$ cat src/rtl/angle_readout_pkg.sv
package angle_readout_pkg;
  localparam int unsigned DEF_ANGLE_W   = 14;
  localparam int unsigned DEF_SETTLE_CYC = 32;
  localparam int unsigned NUM_CH        = 2;

  typedef enum logic {
    CH_B = 1'b0,
    CH_A = 1'b1
  } chan_e;
endpackage

$ cat src/rtl/angle_chan_latch.sv
module angle_chan_latch #(
  parameter int unsigned ANGLE_W = 14
) (
  input  logic               clk_i,
  input  logic               rst_ni,
  input  logic [ANGLE_W-1:0] ang_i,
  input  logic               upd_i,
  input  logic               freeze_i,
  output logic [ANGLE_W-1:0] hold_o
);
  logic [ANGLE_W-1:0] trk_q;
  logic [ANGLE_W-1:0] trk_d;

  // newest tracked angle, including one arriving this cycle
  assign trk_d = upd_i ? ang_i : trk_q;

  always_ff @(posedge clk_i or negedge rst_ni) begin
    if (!rst_ni) begin
      trk_q  <= '0;
      hold_o <= '0;
    end else begin
      trk_q <= trk_d;
      if (!freeze_i) hold_o <= trk_d;
    end
  end
endmodule

$ cat src/rtl/settle_timer.sv
module settle_timer #(
  parameter int unsigned SETTLE_CYC = 32
) (
  input  logic clk_i,
  input  logic rst_ni,
  input  logic oe_ni,
  input  logic sel_i,
  output logic valid_o
);
  localparam int unsigned CNT_W = (SETTLE_CYC < 2) ? 1 : $clog2(SETTLE_CYC);
  localparam logic [CNT_W-1:0] LOAD = CNT_W'(SETTLE_CYC - 1);

  logic [CNT_W-1:0] cnt_q;
  logic             sel_q;
  logic             oe_nq;
  logic             restart;

  assign restart = (sel_i != sel_q) || (oe_nq && !oe_ni);

  always_ff @(posedge clk_i or negedge rst_ni) begin
    if (!rst_ni) begin
      cnt_q <= LOAD;
      sel_q <= 1'b0;
      oe_nq <= 1'b1;
    end else begin
      sel_q <= sel_i;
      oe_nq <= oe_ni;
      if (restart)           cnt_q <= LOAD;
      else if (cnt_q != '0)  cnt_q <= cnt_q - 1'b1;
    end
  end

  assign valid_o = !oe_ni && !restart && (cnt_q == '0);
endmodule

$ cat src/rtl/angle_bus_drive.sv
module angle_bus_drive
  import angle_readout_pkg::*;
#(
  parameter int unsigned ANGLE_W = 14
) (
  input  logic [ANGLE_W-1:0] hold_a_i,
  input  logic [ANGLE_W-1:0] hold_b_i,
  input  logic               sel_a_i,
  input  logic               oe_ni,
  output logic [ANGLE_W-1:0] data_o,
  output logic [ANGLE_W-1:0] drive_en_o
);
  chan_e ch;
  assign ch = chan_e'(sel_a_i);

  always_comb begin
    data_o     = '0;
    drive_en_o = '0;
    if (!oe_ni) begin
      drive_en_o = '1;
      data_o     = (ch == CH_A) ? hold_a_i : hold_b_i;
    end
  end
endmodule

$ cat src/rtl/angle_readout_mux.sv
module angle_readout_mux
  import angle_readout_pkg::*;
#(
  parameter int unsigned ANGLE_W    = DEF_ANGLE_W,
  parameter int unsigned SETTLE_CYC = DEF_SETTLE_CYC
) (
  input  logic               clk_i,
  input  logic               rst_ni,
  input  logic [ANGLE_W-1:0] ang_a_i,
  input  logic               upd_a_i,
  input  logic [ANGLE_W-1:0] ang_b_i,
  input  logic               upd_b_i,
  input  logic               oe_ni,
  input  logic               sel_a_i,
  output logic [ANGLE_W-1:0] data_o,
  output logic [ANGLE_W-1:0] drive_en_o,
  output logic               valid_o
);
  logic [ANGLE_W-1:0] ang_in  [NUM_CH];
  logic [ANGLE_W-1:0] hold    [NUM_CH];
  logic [NUM_CH-1:0]  upd_in;

  assign ang_in[CH_B] = ang_b_i;
  assign ang_in[CH_A] = ang_a_i;
  assign upd_in       = {upd_a_i, upd_b_i};

  for (genvar c = 0; c < NUM_CH; c++) begin : g_ch
    logic frz;
    assign frz = !oe_ni && (sel_a_i == 1'(c));

    angle_chan_latch #(.ANGLE_W(ANGLE_W)) u_latch (
      .clk_i    (clk_i),
      .rst_ni   (rst_ni),
      .ang_i    (ang_in[c]),
      .upd_i    (upd_in[c]),
      .freeze_i (frz),
      .hold_o   (hold[c])
    );
  end

  angle_bus_drive #(.ANGLE_W(ANGLE_W)) u_drive (
    .hold_a_i   (hold[CH_A]),
    .hold_b_i   (hold[CH_B]),
    .sel_a_i    (sel_a_i),
    .oe_ni      (oe_ni),
    .data_o     (data_o),
    .drive_en_o (drive_en_o)
  );

  settle_timer #(.SETTLE_CYC(SETTLE_CYC)) u_settle (
    .clk_i   (clk_i),
    .rst_ni  (rst_ni),
    .oe_ni   (oe_ni),
    .sel_i   (sel_a_i),
    .valid_o (valid_o)
  );
endmodule

$ cat config.mk
export PLATFORM = sky130hd
export DESIGN_NAME = angle_readout_mux
export DESIGN_NICKNAME = d
export VERILOG_FILES = /design/src/rtl/angle_readout_pkg.sv /design/src/rtl/angle_chan_latch.sv /design/src/rtl/settle_timer.sv /design/src/rtl/angle_bus_drive.sv /design/src/rtl/angle_readout_mux.sv
export SDC_FILE = /design/constraint.sdc
export NUM_CORES = 1
export LEC_CHECK = 0
export BUFFER_PORTS_ARGS = -buffer_cell sky130_fd_sc_hd__buf_4
export CORE_AREA = 2 2 84 70
export DETAILED_ROUTE_END_ITERATION = 6
export DIE_AREA = 0 0 86 72
export PLACE_DENSITY = 0.74
export REMOVE_ABC_BUFFERS = 1
export SLEW_MARGIN = 20
export SYNTH_ARGS = -nofsm -noshare
export SYNTH_HDL_FRONTEND = slang
export SYNTH_SLANG_ARGS = --single-unit
export TNS_END_PERCENT = 50
$ cat constraint.sdc
create_clock -name clk_i -period 1.8 [get_ports clk_i]
set_input_delay 0.27 -clock clk_i [delete_from_list [all_inputs] [get_ports clk_i]]
set_output_delay 0.27 -clock clk_i [all_outputs]
set_load 0.01 [all_outputs]
# == Word-level counts from Yosys, hierarchy flattened ==
# Cells that the tools add are included.
# totals
word_cells,28
in_bits,34
out_inout_bits,29
regBits,63
# op_classes
bitwise,1
eq_ne,1
add_sub_neg,1
n_reduce_logical,11
n_mux,7
# op_table
operator,n
2-to-1 mux 14 bit,5
2-to-1 mux 5 bit,2
logical AND 1 bit,5
logical NOT 5 bit,1
nonzero test 5 bit,1
"subtractor 5 x 1 -> 5 bit, second input constant",1
logical NOT 1 bit,2
nonzero test 2 bit,1
logical OR 1 bit,1
!= test 1 bit,1
inverter 1 bit,1

# == Depth between registers and ports, before layout ==
# logic_depth
ltp_word,6
ltp_mapped,5
ltp_nobuf,5

# == Hierarchy ==
# A second synthesis with hierarchy kept.
# unflattened
cells_unflattened,193
hier_area_um2,2824.0
# modules_own_cells
module,seq_area_each_um2,instances,area_per_inst_um2,cells_each
angle_chan_latch,700.7,2,1069.8,58
settle_timer,182.7,1,341.6,30
angle_bus_drive,0.0,1,330.3,45
angle_readout_mux,0.0,1,12.5,2

# == Least setup slack after synthesis ==
# No wires, ideal clock.
# synth_timing
path_kind,register to output
startpoint,reg u_settle.cnt_q[0]
endpoint,out valid_o
arrival_ns,1.196
t_required_ns,1.530
path_slack_ns,0.334
stages_incl_launch_ff,5
path_cell_list,dfstp_2 > inv_1 > ha_1 > nor4b_2 > and3_1
# synth_between
elab_chain_len,2
# synth_lines
item,line,rtl
from (decl),settle_timer.sv:13,logic [CNT_W-1:0] cnt_q;
from (signal assigned),settle_timer.sv:29,else if (cnt_q != '0) cnt_q <= cnt_q - 1'b1;
logical NOT 5 bit,settle_timer.sv:33,assign valid_o = !oe_ni && !restart && (cnt_q == '0);
logical AND 1 bit,settle_timer.sv:33,
to (decl),angle_readout_mux.sv:17,output logic valid_o
# Every way passes these cells.

# == Worst setup path in the final report ==
# layout_timing
startpoint,reg u_settle.cnt_q[1]
endpoint,out valid_o
# The elaborated chain is that of the path after synthesis.

==> results by group <==
Worst hold path
  • Hold Crit Class: primary input to flop

Clocking
  • CTS tree: yes
  • Clock sink count: 63
  • Worst skew pair latency: ~0.33 ns
  • Htree depth: 3
  • CTS max path bufs: 2
  • CTS clock-pin slew for the worst setup and hold paths: 0.06 ns
  • Cts bufs inserted: 9
  • Root Driver: clkbuf_8

Drt
  • 1st-iter DRT viols: 80
  • Drt drc: 0
  • Vias: approximately 1600
  • Final wirelength: between 5 and 6 mm
  • Antenna viol nets, final: 0
  • Via density: about 4.9
  • DRT Pass-1 Iters: 4
  • Wire per inst: 15.6 µm

Critical path
  • Critical path buffer and inverter count: 2
  • Worst setup SP type: flop
  • CP Max Fanout: 2
  • Crit-path cells: inv_2 -> ha_4 -> nor4b_4 -> and3_1 -> buf_4
  • WP data arrival: 1.47 ns
  • Critical-path top delay cell: dfstp_2
  • Largest delay contributor family on the critical path: flip-flops
  • Crit-path max cell delay: 0.54 ns
  • Worst EP required: between 1.5 and 2 ns
  • Critical path capture point type: primary output
  • Critical path class: flop to primary output

STA
  • Min Tclk post-route: roughly 1.7 ns
  • Final hold viol count: 0
  • Clock skew: ~0.0068 ns
  • Fin crit share: 0.964
  • Final-report setup violation count: 0
  • RSZ-0062 raised after global routing: false
  • Final Max Tran Viols: 0
  • Worst-Margin Slew: 0.447 ns
  • F_max: ~580 MHz
  • Rel. slew slack: 0.702

Global route
  • Tot GR Track Use: 0.187
  • Vias in the first global route: roughly 1700
  • Initial antenna violation count: 0
  • First-pass GRT wire length: between 8 and 9 mm
  • Largest net degree at the start of global routing: 36
  • Total grt overflow: 0

Synth
  • Post-Syn Area per Cell: approximately 14 µm²
  • Synth unique cells: 26
  • Syn Inst Count: 193
  • Synthesis Warnings: 0
  • FF+latch count, synth: 63
  • Sequential area share after synthesis: 0.572
  • Syn Std Cell Area: 2770 µm²

Run status
  • Status: completed

Finish
  • Fin nets: about 300
  • Register area: between 1500 and 2000 µm²
  • Design area: between 3000 and 4000 µm²
  • # fillers: ~400
  • Fin util: 0.660
  • # diodes: 0
  • Area Overhead vs Synth: 26.6%
  • Share of layout cells above drive strength 1: 0.586
  • Multi-input combinational cell area: about 1000 µm²

Die
  • CORE AREA: 5320 µm²
  • Rows: 24
  • Die Wd: 86 µm
  • Initial Util: 0.521
  • Die Span Y: ~72 µm
  • # IOs: between 60 and 70
  • Die area: between 6000 and 7000 µm²

Place
  • GPL Wtd Cong: roughly 0.74
  • IO Port Bufs: 62
  • DP Wirelength: between 3 and 4 mm
  • Dpl cell area: between 3000 and 4000 µm²

Power and ir drop
  • Maximum VDD drop: ~0.79 mV
  • Pwr Density: 1010 nW/µm²
  • Total power: between 3 and 4 mW
  • Pleak: 1.70 nW

Flow run
  • Max Cap Viol: 0
-- state kept, by name, summed over array words and instances (netlist names) --
signal,count
u_settle.sel_q,1
g_ch.u_latch.hold_o,28
u_settle.cnt_q,5
u_settle.oe_nq,1
g_ch.u_latch.trk_q,28
-- metrics by stage --
step	TNS, ns	std cells	worst slack [ns]	hold slack, ns
5_1_grt	0	328	0.00714	0.143
4_1_cts	0	326	0.00853	0.141
3_3_place_gp	0	307	0.222	0.248
2_1_floorplan	-5.39	172	-0.373	-0.0256
3_5_place_dp	0	307	0.186	0.245
6_report	0	328	0.0650	0.161
-- cells in the final DEF (no fill, tap or decap) --
| cell | netlist | routed |
|---|---|---|
| xor2_1 | 1 | 1 |
| o21ai_0 | 1 | 1 |
| nor4b_4 | 0 | 1 |
| buf_12 | 1 | 1 |
| nand3_1 | 1 | 1 |
| mux2_4 | 10 | 10 |
| clkbuf_1 | 1 | 2 |
| dlygate4sd3_1 | 0 | 1 |
| bufinv_16 | 0 | 2 |
| nand2_1 | 2 | 2 |
| inv_2 | 0 | 2 |
| mux2i_1 | 15 | 15 |
| nand2b_1 | 2 | 2 |
| nor3b_1 | 1 | 1 |
| or2_1 | 1 | 1 |
| a21oi_1 | 1 | 1 |
| nor3_1 | 1 | 1 |
| dfstp_2 | 6 | 6 |
| ha_4 | 0 | 1 |
| buf_4 | 14 | 73 |
| inv_1 | 6 | 4 |
| clkinv_2 | 0 | 1 |
| xnor2_1 | 1 | 1 |
| nor2_1 | 14 | 14 |
| clkbuf_8 | 0 | 11 |
| mux2_2 | 46 | 46 |
| and3_1 | 1 | 1 |
| dfrtp_1 | 57 | 57 |
| o211ai_1 | 3 | 3 |
-- layer usage --
layer | wire length (µm) | GRT usage
met2 | 2360 | 0.276
met3 | 294 | 0.0683
met4 | 40 | 0.0635
met5 | 0 | 0
met1 | 2420 | 0.258
-- cell families (layout without fill, tap and decap cells) --
family / after synthesis / count (layout) / share of synthesized area
fa+ha+maj: 1 / 1 / 0.00451
buf+inv: 27 / 97 / 0.0682
mux: 71 / 71 / 0.295
flops: 63 / 63 / 0.572
xor+xnor: 2 / 2 / 0.00632
simple gates: 24 / 24 / 0.0424
compound gates: 5 / 5 / 0.0117
-- synthesized netlist by cell type, drive strengths merged --
| library cell | n | share of area |
|---|---|---|
| o21ai | 1 | 0.0018 |
| mux2 | 56 | 0.24 |
| nand3 | 1 | 0.0018 |
| xor2 | 1 | 0.0032 |
| o211ai | 3 | 0.0081 |
| inv | 6 | 0.0081 |
| nor3b | 1 | 0.0027 |
| dfstp | 6 | 0.057 |
| nor2 | 14 | 0.019 |
| dfrtp | 57 | 0.51 |
| nor3 | 1 | 0.0018 |
| nand2 | 2 | 0.0027 |
| and3 | 1 | 0.0023 |
| or2 | 1 | 0.0023 |
| clkbuf | 1 | 0.0014 |
| buf | 20 | 0.059 |
| xnor2 | 1 | 0.0032 |
| mux2i | 15 | 0.054 |
| nor4b | 1 | 0.0054 |
| nand2b | 2 | 0.0045 |
| a21oi | 1 | 0.0018 |
| ha | 1 | 0.0045 |
-- area by class of cell --
type                            instances  area share
Clock buffer                           13      0.0453
Clock inverter                          3      0.0185
Sequential cell                        63       0.451
Inverter                                6     0.00642
Timing Repair Buffer                   75       0.165
Multi-Input combinational cell        103       0.291
Tap cell                               65      0.0232
-- power by group --
group	leakage [nW]	internal [mW]	switching (mW)	total [mW]
Combinational	0.857	0.318	0.228	0.546
Sequential	0.730	1.58	0.0643	1.64
Clock	0.114	0.854	0.490	1.34
Total	1.70	2.75	0.783	3.53
-- path summary, 6_finish.rpt --
check | startpoint | endpoint | slack, ns | cells after the start
setup / recovery | u_settle.cnt_q[1] | valid_o | 0.06 | 5
hold / removal | oe_ni | u_settle.oe_nq | 0.16 | 1
setup reg to reg | u_settle.cnt_q[1] | u_settle.cnt_q[1] | 0.46 | 6
hold reg to reg | g_ch[1].u_latch.trk_q[1] | g_ch[1].u_latch.trk_q[1] | 0.49 | 1
max in group asynchronous | rst_ni | u_settle.oe_nq | 0.79 | 3
min in group asynchronous | rst_ni | g_ch[0].u_latch.trk_q[9] | 0.44 | 2
-- repair_timing --
item                                    in CTS  in global routing
hold endpoints to repair                    28                  0
setup buffers                                2                  2
resized for setup                            5                  0
hold buffers                                 1                  0
gates cloned                                 0                  0
pin swaps                                    1                  1
endpoints found under the setup margin       1                  1
No activity file was read; power rests on OpenSTA's default activity.
